[config.mk]
export PLATFORM = sky130hd
export DESIGN_NAME = wdog_top
export DESIGN_NICKNAME = d
export VERILOG_FILES = /design/src/rtl/wdog_pkg.sv /design/src/rtl/wdog_counter.sv /design/src/rtl/wdog_graceWin.sv /design/src/rtl/wdog_regs.sv /design/src/rtl/wdog_top.sv
export SDC_FILE = /design/constraint.sdc
export NUM_CORES = 1
export LEC_CHECK = 0
export ABC_AREA = 0
export CELL_PAD_IN_SITES_DETAIL_PLACEMENT = 1
export CELL_PAD_IN_SITES_GLOBAL_PLACEMENT = 1
export CORE_MARGIN = 4
export CORE_UTILIZATION = 34
export DETAILED_ROUTE_END_ITERATION = 12
export PLACE_DENSITY_LB_ADDON = 0.1
export SETUP_SLACK_MARGIN = 0.02
export SKIP_LAST_GASP = 1
export SYNTH_ARGS = -nofsm -noshare
export SYNTH_HDL_FRONTEND = slang
export SYNTH_SLANG_ARGS = --single-unit
[constraint.sdc]
create_clock -name clk -period 3.4 [get_ports clk]
set_input_delay 0.68 -clock clk [delete_from_list [all_inputs] [get_ports clk]]
set_output_delay 0.68 -clock clk [all_outputs]
set_load 0.02 [all_outputs]
[src/rtl/wdog_pkg.sv]
`timescale 1ns/1ps
package wdog_pkg;
  // register layout: software decodes these positions
  localparam int TSEL_W   = 3;
  localparam int B_OVR    = 31;
  localparam int B_TSEL   = 8;
  localparam int B_EN     = 7;
  localparam int B_IE     = 6;
  localparam int B_WKF    = 5;
  localparam int B_WKE    = 4;
  localparam int B_TOF    = 3;
  localparam int B_RSTF   = 2;
  localparam int B_RSTE   = 1;
  localparam int B_CLR    = 0;
  localparam logic [TSEL_W-1:0] TSEL_RST = '1;

  typedef struct packed {
    logic              ovr;
    logic [TSEL_W-1:0] tsel;
    logic              en;
    logic              ie;
    logic              wke;
    logic              rste;
  } wdog_ctrl_t;
endpackage

[src/rtl/wdog_counter.sv]
`timescale 1ns/1ps
module wdog_counter
  import wdog_pkg::*;
#(
  parameter int BASE_EXP = 4,
  parameter int EXP_STEP = 2,
  parameter int CNT_W    = BASE_EXP + EXP_STEP * ((1 << TSEL_W) - 1)
) (
  input  logic              clk,
  input  logic              rst_n,
  input  logic              en,
  input  logic              ovr,
  input  logic [TSEL_W-1:0] tsel,
  input  logic              dbg_halt,
  input  logic              clr_cmd,
  output logic              run,
  output logic              tout_evt,
  output logic [CNT_W-1:0]  cnt
);
  localparam int SH_W = $clog2(CNT_W + 1);
  localparam logic [CNT_W:0]   SPAN_ONE = 1;
  localparam logic [CNT_W-1:0] CNT_ONE  = 1;

  // last count value before a time-out: 2^(BASE_EXP + EXP_STEP*sel) - 1
  function automatic logic [CNT_W-1:0] tout_last(input logic [TSEL_W-1:0] sel);
    logic [SH_W-1:0] sh;
    logic [CNT_W:0]  span;
    sh   = SH_W'(BASE_EXP) + SH_W'(EXP_STEP) * SH_W'(sel);
    span = SPAN_ONE << sh;
    return span[CNT_W-1:0] - CNT_ONE;
  endfunction

  assign run      = en && (ovr || !dbg_halt);
  assign tout_evt = run && !clr_cmd && (cnt >= tout_last(tsel));

  always_ff @(posedge clk or negedge rst_n) begin
    if (!rst_n)                cnt <= '0;
    else if (!en || clr_cmd)   cnt <= '0;
    else if (tout_evt)         cnt <= '0;
    else if (run)              cnt <= cnt + CNT_ONE;
  end
endmodule

[src/rtl/wdog_graceWin.sv]
`timescale 1ns/1ps
module wdog_grace_win #(
  parameter int WIN_LEN = 1024,
  parameter int WIN_W   = $clog2(WIN_LEN)
) (
  input  logic clk,
  input  logic rst_n,
  input  logic en,
  input  logic run,
  input  logic clr_cmd,
  input  logic tout_evt,
  input  logic rste,
  output logic win_open,
  output logic rst_evt,
  output logic rst_req
);
  localparam logic [WIN_W-1:0] WIN_LAST = WIN_W'(WIN_LEN - 1);
  localparam logic [WIN_W-1:0] WIN_ONE  = 1;

  logic [WIN_W-1:0] win_cnt;
  logic             expire_evt;

  assign expire_evt = en && run && !clr_cmd && win_open && (win_cnt == WIN_LAST);
  assign rst_evt    = expire_evt && rste;

  always_ff @(posedge clk or negedge rst_n) begin
    if (!rst_n) begin
      win_open <= 1'b0;
      win_cnt  <= '0;
    end else if (!en || clr_cmd) begin
      win_open <= 1'b0;
      win_cnt  <= '0;
    end else if (run) begin
      if (win_open) begin
        if (expire_evt) begin
          win_open <= 1'b0;
          win_cnt  <= '0;
        end else begin
          win_cnt  <= win_cnt + WIN_ONE;
        end
      end else if (tout_evt) begin
        win_open <= 1'b1;
        win_cnt  <= '0;
      end
    end
  end

  always_ff @(posedge clk or negedge rst_n) begin
    if (!rst_n) rst_req <= 1'b0;
    else        rst_req <= rst_evt;
  end
endmodule

[src/rtl/wdog_regs.sv]
`timescale 1ns/1ps
module wdog_regs
  import wdog_pkg::*;
(
  input  logic        clk,
  input  logic        rst_n,
  input  logic        unlock,
  input  logic        bus_wr,
  input  logic [31:0] bus_wdata,
  input  logic        tout_evt,
  input  logic        rst_evt,
  output wdog_ctrl_t  ctrl,
  output logic        tof,
  output logic        wkf,
  output logic        rstf,
  output logic        clr_cmd,
  output logic [31:0] bus_rdata
);
  logic prot_wr;
  logic unused_rsvd;

  assign prot_wr     = bus_wr && unlock;
  assign clr_cmd     = bus_wr && bus_wdata[B_CLR];
  assign unused_rsvd = ^bus_wdata[30:11];

  // protected fields
  always_ff @(posedge clk or negedge rst_n) begin
    if (!rst_n) begin
      ctrl.ovr  <= 1'b0;
      ctrl.tsel <= TSEL_RST;
      ctrl.en   <= 1'b0;
    end else if (prot_wr) begin
      ctrl.ovr  <= bus_wdata[B_OVR];
      ctrl.tsel <= bus_wdata[B_TSEL +: TSEL_W];
      ctrl.en   <= bus_wdata[B_EN];
    end
  end

  // open fields
  always_ff @(posedge clk or negedge rst_n) begin
    if (!rst_n) begin
      ctrl.ie   <= 1'b0;
      ctrl.wke  <= 1'b0;
      ctrl.rste <= 1'b0;
    end else if (bus_wr) begin
      ctrl.ie   <= bus_wdata[B_IE];
      ctrl.wke  <= bus_wdata[B_WKE];
      ctrl.rste <= bus_wdata[B_RSTE];
    end
  end

  // sticky flags: event set wins over write-one-to-clear
  always_ff @(posedge clk or negedge rst_n) begin
    if (!rst_n) begin
      tof  <= 1'b0;
      wkf  <= 1'b0;
      rstf <= 1'b0;
    end else begin
      if (tout_evt)                          tof  <= 1'b1;
      else if (bus_wr && bus_wdata[B_TOF])   tof  <= 1'b0;
      if (tout_evt && ctrl.wke)              wkf  <= 1'b1;
      else if (bus_wr && bus_wdata[B_WKF])   wkf  <= 1'b0;
      if (rst_evt)                           rstf <= 1'b1;
      else if (bus_wr && bus_wdata[B_RSTF])  rstf <= 1'b0;
    end
  end

  always_comb begin
    bus_rdata                        = '0;
    bus_rdata[B_OVR]                 = ctrl.ovr;
    bus_rdata[B_TSEL +: TSEL_W]      = ctrl.tsel;
    bus_rdata[B_EN]                  = ctrl.en;
    bus_rdata[B_IE]                  = ctrl.ie;
    bus_rdata[B_WKF]                 = wkf;
    bus_rdata[B_WKE]                 = ctrl.wke;
    bus_rdata[B_TOF]                 = tof;
    bus_rdata[B_RSTF]                = rstf;
    bus_rdata[B_RSTE]                = ctrl.rste;
  end
endmodule

[src/rtl/wdog_top.sv]
`timescale 1ns/1ps
module wdog_top
  import wdog_pkg::*;
#(
  parameter int BASE_EXP = 4,
  parameter int EXP_STEP = 2,
  parameter int WIN_LEN  = 1024
) (
  input  logic        clk,
  input  logic        rst_n,
  input  logic        unlock,
  input  logic        dbg_halt,
  input  logic        bus_wr,
  input  logic [31:0] bus_wdata,
  output logic [31:0] bus_rdata,
  output logic        irq,
  output logic        wake,
  output logic        rst_req
);
  localparam int CNT_W = BASE_EXP + EXP_STEP * ((1 << TSEL_W) - 1);
  localparam int WIN_W = $clog2(WIN_LEN);

  wdog_ctrl_t       ctrl;
  logic             tof, wkf, rstf;
  logic             clr_cmd, run, tout_evt, rst_evt, win_open;
  logic [CNT_W-1:0] cnt;

  wdog_regs u_regs (
    .clk      (clk),
    .rst_n    (rst_n),
    .unlock   (unlock),
    .bus_wr   (bus_wr),
    .bus_wdata(bus_wdata),
    .tout_evt (tout_evt),
    .rst_evt  (rst_evt),
    .ctrl     (ctrl),
    .tof      (tof),
    .wkf      (wkf),
    .rstf     (rstf),
    .clr_cmd  (clr_cmd),
    .bus_rdata(bus_rdata)
  );

  wdog_counter #(
    .BASE_EXP(BASE_EXP),
    .EXP_STEP(EXP_STEP),
    .CNT_W   (CNT_W)
  ) u_cnt (
    .clk     (clk),
    .rst_n   (rst_n),
    .en      (ctrl.en),
    .ovr     (ctrl.ovr),
    .tsel    (ctrl.tsel),
    .dbg_halt(dbg_halt),
    .clr_cmd (clr_cmd),
    .run     (run),
    .tout_evt(tout_evt),
    .cnt     (cnt)
  );

  wdog_grace_win #(
    .WIN_LEN(WIN_LEN),
    .WIN_W  (WIN_W)
  ) u_win (
    .clk     (clk),
    .rst_n   (rst_n),
    .en      (ctrl.en),
    .run     (run),
    .clr_cmd (clr_cmd),
    .tout_evt(tout_evt),
    .rste    (ctrl.rste),
    .win_open(win_open),
    .rst_evt (rst_evt),
    .rst_req (rst_req)
  );

  assign irq  = tof && ctrl.ie;
  assign wake = wkf;
endmodule

== Word-level counts from Yosys, hierarchy flattened ==
Cells that the tools add are included.
Word-level totals
  output and inout bits: 35
  bits of input ports: 37
  logic and storage cells: 66
  flip-flop bits (word level): 41
Cells by class
  $lt $le $gt $ge: 1
  $add $sub $neg: 4
  shift operators: 1
  reduce and logical (&&, ||, !) cells: 27
  eq/ne operators: 1
  mux-type cells: 19
Operators by type and width (number)
  two-way mux 18 bit: 3
  two-way mux 10 bit: 5
  adder 18 x 1 -> 18 bit (second input constant): 1
  >= comparator 18 bit: 1
  << shifter 1 x 5 -> 18 bit (first input constant): 1
  subtractor 18 x 1 -> 18 bit (second input constant): 1
  logical AND 1 bit: 15
  two-way mux 1 bit: 11
  adder 10 x 1 -> 10 bit (second input constant): 1
  == test 10 bit (second input constant): 1
  nonzero test 2 bit: 4
  nonzero test 3 bit: 2
  adder 3 x 4 -> 5 bit (first input constant): 1
  zero test 1 bit: 3
  logical OR 1 bit: 2
  AND reduction 2 bit: 1

== Logic depth before layout (Yosys ltp) ==
  depth in word-level cells: 11
  mapped depth: 16

== Hierarchy ==
From an unflattened synthesis, not the netlist that was laid out.
Second synthesis, totals
  cells, all modules: 344
  area total of the unflattened synthesis: 3136.8 sq um
Modules (own cells, without submodules)
  wdog_counter: area each 1767.9 sq um, times used 1, cells an instance 207
  wdog_regs: area each 696.9 sq um, times used 1, cells an instance 61
  wdog_grace_win: area each 665.6 sq um, times used 1, cells an instance 75
  wdog_top: area each 6.3 sq um, times used 1, cells an instance 1

== Least setup slack after synthesis ==
OpenSTA, ideal clock, no wires.
  path kind: reg2reg
  from: reg u_regs.bus_rdata[9] (netlist name)
  to: reg u_cnt.cnt[12]
  data required time: 3.281 ns
  stages on the path, launching flop included: 17
  slack: -0.037 ns
  buffers on the path: 2
  data arrival time: 3.319 ns
  path through: dfstp_2 -> inv_1 -> ha_1 -> nor2_1 -> nand3_1 -> ha_1 -> o21ai_0 -> xnor2_1 -> ha_1 -> nand2_1 -> nor3_1 -> nand4_1 -> o211a_1 -> buf_4 -> o21ai_4 -> buf_4 -> nor2_1
On the way
  cells in the longest elaborated chain, start to end: 7
RTL lines
  adder 3 x 4 -> 5 bit *: RTL line wdog_counter.sv:28  | sh = SH_W'(BASE_EXP) + SH_W'(EXP_STEP) * SH_W'(sel);
  << shifter 1 x 5 -> 18 bit *: RTL line wdog_counter.sv:29  | span = SPAN_ONE << sh;
  subtractor 18 x 1 -> 18 bit *: RTL line wdog_counter.sv:30  | return span[CNT_W-1:0] - CNT_ONE;
  >= comparator 18 bit *: RTL line wdog_counter.sv:34  | assign tout_evt = run && !clr_cmd && (cnt >= tout_last(tsel));
  logical AND 1 bit *: RTL line wdog_counter.sv:34
  two-way mux 18 bit: RTL line wdog_counter.sv:39  | else if (tout_evt) cnt <= '0;
  two-way mux 18 bit: RTL line wdog_counter.sv:38  | else if (!en || clr_cmd) cnt <= '0;
  to (signal assigned): RTL line wdog_counter.sv:40  | else if (run) cnt <= cnt + CNT_ONE;
  to (decl): RTL line wdog_counter.sv:18  | output logic [CNT_W-1:0] cnt
Every way passes the cells marked *; elsewhere a longest branch is shown, timed or not.
A chain may end at the register's enable or synchronous reset.

== Final worst setup path ==
  from: reg u_regs.bus_rdata[9] (netlist name)
  to: reg u_cnt.cnt[6]
On the way
  cells in the longest elaborated chain, start to end: 7
RTL lines (RTL line)
  adder 3 x 4 -> 5 bit *: wdog_counter.sv:28
  << shifter 1 x 5 -> 18 bit *: wdog_counter.sv:29
  subtractor 18 x 1 -> 18 bit *: wdog_counter.sv:30
  >= comparator 18 bit *: wdog_counter.sv:34
  logical AND 1 bit *: wdog_counter.sv:34
  two-way mux 18 bit: wdog_counter.sv:39
  two-way mux 18 bit: wdog_counter.sv:38
Marked as above.

==> summary.md <==
| Metric | Value |
|---|---|
| Antenna diodes | 0 |
| Count of cell types in the netlist | 47 |
| Switching pwr | 0.412 mW |
| Synth async-reset ratio | 1.00 |
| Sw Ratio | 0.309 |
| Initial antenna violation count | 0 |
| CTS tree | built |
| Crit-path max FO | 15 |
| Core Footprint | 8180 sq um |
| Via count | 2268 |
| Placed cell area | 3280 sq um |
| Int Power | 0.919 mW |
| Initial drt markers | 53 |
| Detailed placement HPWL | 5100 um |
| Fillers | 960 |
| CP Launch Point | u_regs.bus_rdata[9] |
| Total gr overflow | 0 |
| Yosys Warn Count | 0 |
| Sequential share of power | 0.394 |
| Startpoint Class | flop |
| Number of synthesized flops with an enable pin | 0 |
| Post-Synthesis Cells | 304 |
| Flops & latches, synth | 41 |
| RR Endpoint | u_cnt.cnt[6] |
| Die height | 99.5 um |
| Syn avg cell area | 9.37 sq um |
| H-tree Lvls | 2 |
| Clock power share | 0.319 |
| Fin crit share | 0.926 |
| # rows | 33 |
| Hold Vio Cnt, Final | 0 |
| Critical Path RT | 3.59 ns |
| Latest clock arrival within the worst-skew pair | 0.30 ns |
| Area grow syn2layout | 20.2% |
| Clk root buf | clkbuf_8 |
| RSZ-0062 raised after global routing | no |
| DRT Pass-1 Iters | 4 |
| Status | finished, final reports clean |
| Min Tclk post-route | 3.15 ns |
| Worst-path clk slew | 0.08 ns |
| Most frequent cells in the layout | 38 x dfrtp_1, 32 x nand2_1, 29 x clkdlybuf4s50_1 |
| Sequential share of the synthesized area | 0.361 |
| Crit path arrival time | 3.34 ns |
| Top_reg_cell synth | dfrtp_1 |
| Placer Congestion | 0.745 |
| Slew Limit Headroom | 0.546 |
| First-pass GRT wire length | 11800 um |
| Worst R2R Path Depth | 15 |
| Power share of the combinational group | 0.288 |
| Routed WL | 6720 um |
| Max VDD drop | 0.201 mV |
| Design area | 3420 sq um |
| CP Class | flop to flop |
| DR DRC count | 0 |
| Wire length per cell | 14.7 um |
| Power after layout | 1.33 mW |
| F_max | 0.317 GHz |
| IO Pins | 72 |
| DRT antenna net count | 0 |
| Starting density of the core | 0.348 |
| Pins Over Slew Limit | 0 |
| Drt via density | 4.97 |
| Share of layout cells above drive strength 1 | 0.157 |
| Worst slew pin tran | 0.681 ns |
| Setup TNS | 0 ns |
| Sink Count | 41 |
| Number of global-route vias before repair | 2432 |
| Worst R2R Start | u_regs.bus_rdata[9] |
| Global-route usage over all layers | 0.146 |
| Die area | 9910 sq um |
| Slack of the worst reg-to-reg path | 0.25 ns |
| Port Buffers | 30 |
| Final net count | 414 |
| HP Class | primary input to asynchronous set/reset pin |
| Largest net degree at the start of global routing | 28 |
| Post-synth design cell area | 2850 sq um |
| Most common cell after layout, fill and taps aside | dfrtp_1 |
| Clk_skew | 0.00719 ns |
| Max Cap Violations | 0 |
| Clk buf depth | 2 |
| Pwr per Cell Area | 389 nW/um^2 |
| Leak | 1.58 nW |
| TritonCTS Buffers | 5 |
| Post-CTS Hold Fix Bufs | 0 |
| Die Wd | 99.5 um |
| Setup Viol. Count Final | 0 |
| Element type at the critical path end | flop |
## worst max-delay path: stages (launching register included)
cell	delay [ns]
dfstp_2	0.53
inv_1	0.05
ha_1	0.31
nor2_2	0.11
nand3_1	0.09
ha_1	0.25
buf_4	0.15
xnor2_1	0.12
ha_1	0.30
nand4_1	0.08
o221a_2	0.29
o211a_1	0.28
buf_4	0.16
o21ai_4	0.13
buf_12	0.16
nor2_1	0.05
## timing repair
item | CTS | global route
pin swaps | 0 | 3
cloned | 0 | 0
endpoints found under the setup margin | 1 | 31
buffers inserted | 0 | 0
gates resized for setup | 1 | 5
## power by group through the flow
stage	Combinational, mW	Sequential [mW]	Clock, mW
final	0.382	0.524	0.424
after global routing	0.433	0.527	0.465
after CTS	0.383	0.524	0.438
after detailed placement	0.376	0.534	0
after global placement	0.370	0.533	0
after floorplan	0.232	0.542	0
## per-stage QoR
stage / hold WS [ns] / cells / worst slack (ns) / util
3_3_place_gp: 0.460 / 448 / 0.0232 / 0.402
2_1_floorplan: 0.384 / 324 / 0.0432 / -
4_1_cts: 0.420 / 456 / 0.0822 / 0.417
5_1_grt: 0.440 / 456 / 0.0103 / 0.419
6_report: 0.404 / 456 / 0.250 / 0.419
3_5_place_dp: 0.469 / 448 / 0.00653 / 0.402
## routing by layer
metal	wire length, um	vias up	GRT usage	share of wire
li1	-	1119	-	-
met1	3140	1117	0.190	0.47
met2	3290	27	0.246	0.49
met3	237	5	0.0386	0.035
met4	53	0	0.0284	0.0079
met5	0	-	0	0
## state kept, by name (all words and copies together), names as in the netlist
signal            count
u_win.win_cnt        10
u_cnt.cnt            18
u_win.win_open        1
u_regs.wkf            1
u_regs.bus_rdata      8
u_regs.tof            1
u_win.rst_req         1
u_regs.rstf           1
## logic make-up after synthesis
family | share of synthesized area
compound gates | 0.132
xor+xnor | 0.0553
fa+ha+maj | 0.119
buf+inv | 0.103
flops | 0.361
mux | 0.0316
other cells | 0.00132
simple gates | 0.197
## cells in the mapped netlist, types with 4 or more instances
cell / number / area share
a21oi_1: 22 / 0.039
a41oi_1: 7 / 0.022
and2_1: 4 / 0.0088
and3_1: 4 / 0.0088
buf_4: 30 / 0.079
dfrtp_1: 38 / 0.33
ha_1: 27 / 0.12
inv_1: 9 / 0.012
mux2_2: 8 / 0.032
nand2_1: 32 / 0.042
nand2b_1: 4 / 0.0088
nand3_1: 13 / 0.023
nand4_1: 11 / 0.024
nor2_1: 24 / 0.032
nor3_1: 5 / 0.0088
o21ai_0: 7 / 0.012
xor2_1: 15 / 0.046
## final cells by class
class,count,area (sq um),share of cell area
Sequential cell,41,1030,0.301
Timing Repair Buffer,54,488,0.143
Inverter,9,33.8,0.00987
Clock inverter,1,30.0,0.00877
Clock buffer,7,86.3,0.0252
Tap cell,105,131,0.0384
Multi-Input combinational cell,239,1620,0.474
## how the worst max path moves through the flow
stage	endpoint	slack, ns	cells after the start
final	u_cnt.cnt[6]	0.25	15
after floorplan	u_cnt.cnt[12]	0.04	16
after CTS	u_regs.wkf	0.08	15
after detailed placement	u_regs.wkf	0.007	15
after global routing	u_cnt.cnt[8]	0.01	16
after global placement	u_regs.wkf	0.02	15
Note: power is estimated with default switching activity, not from simulation.
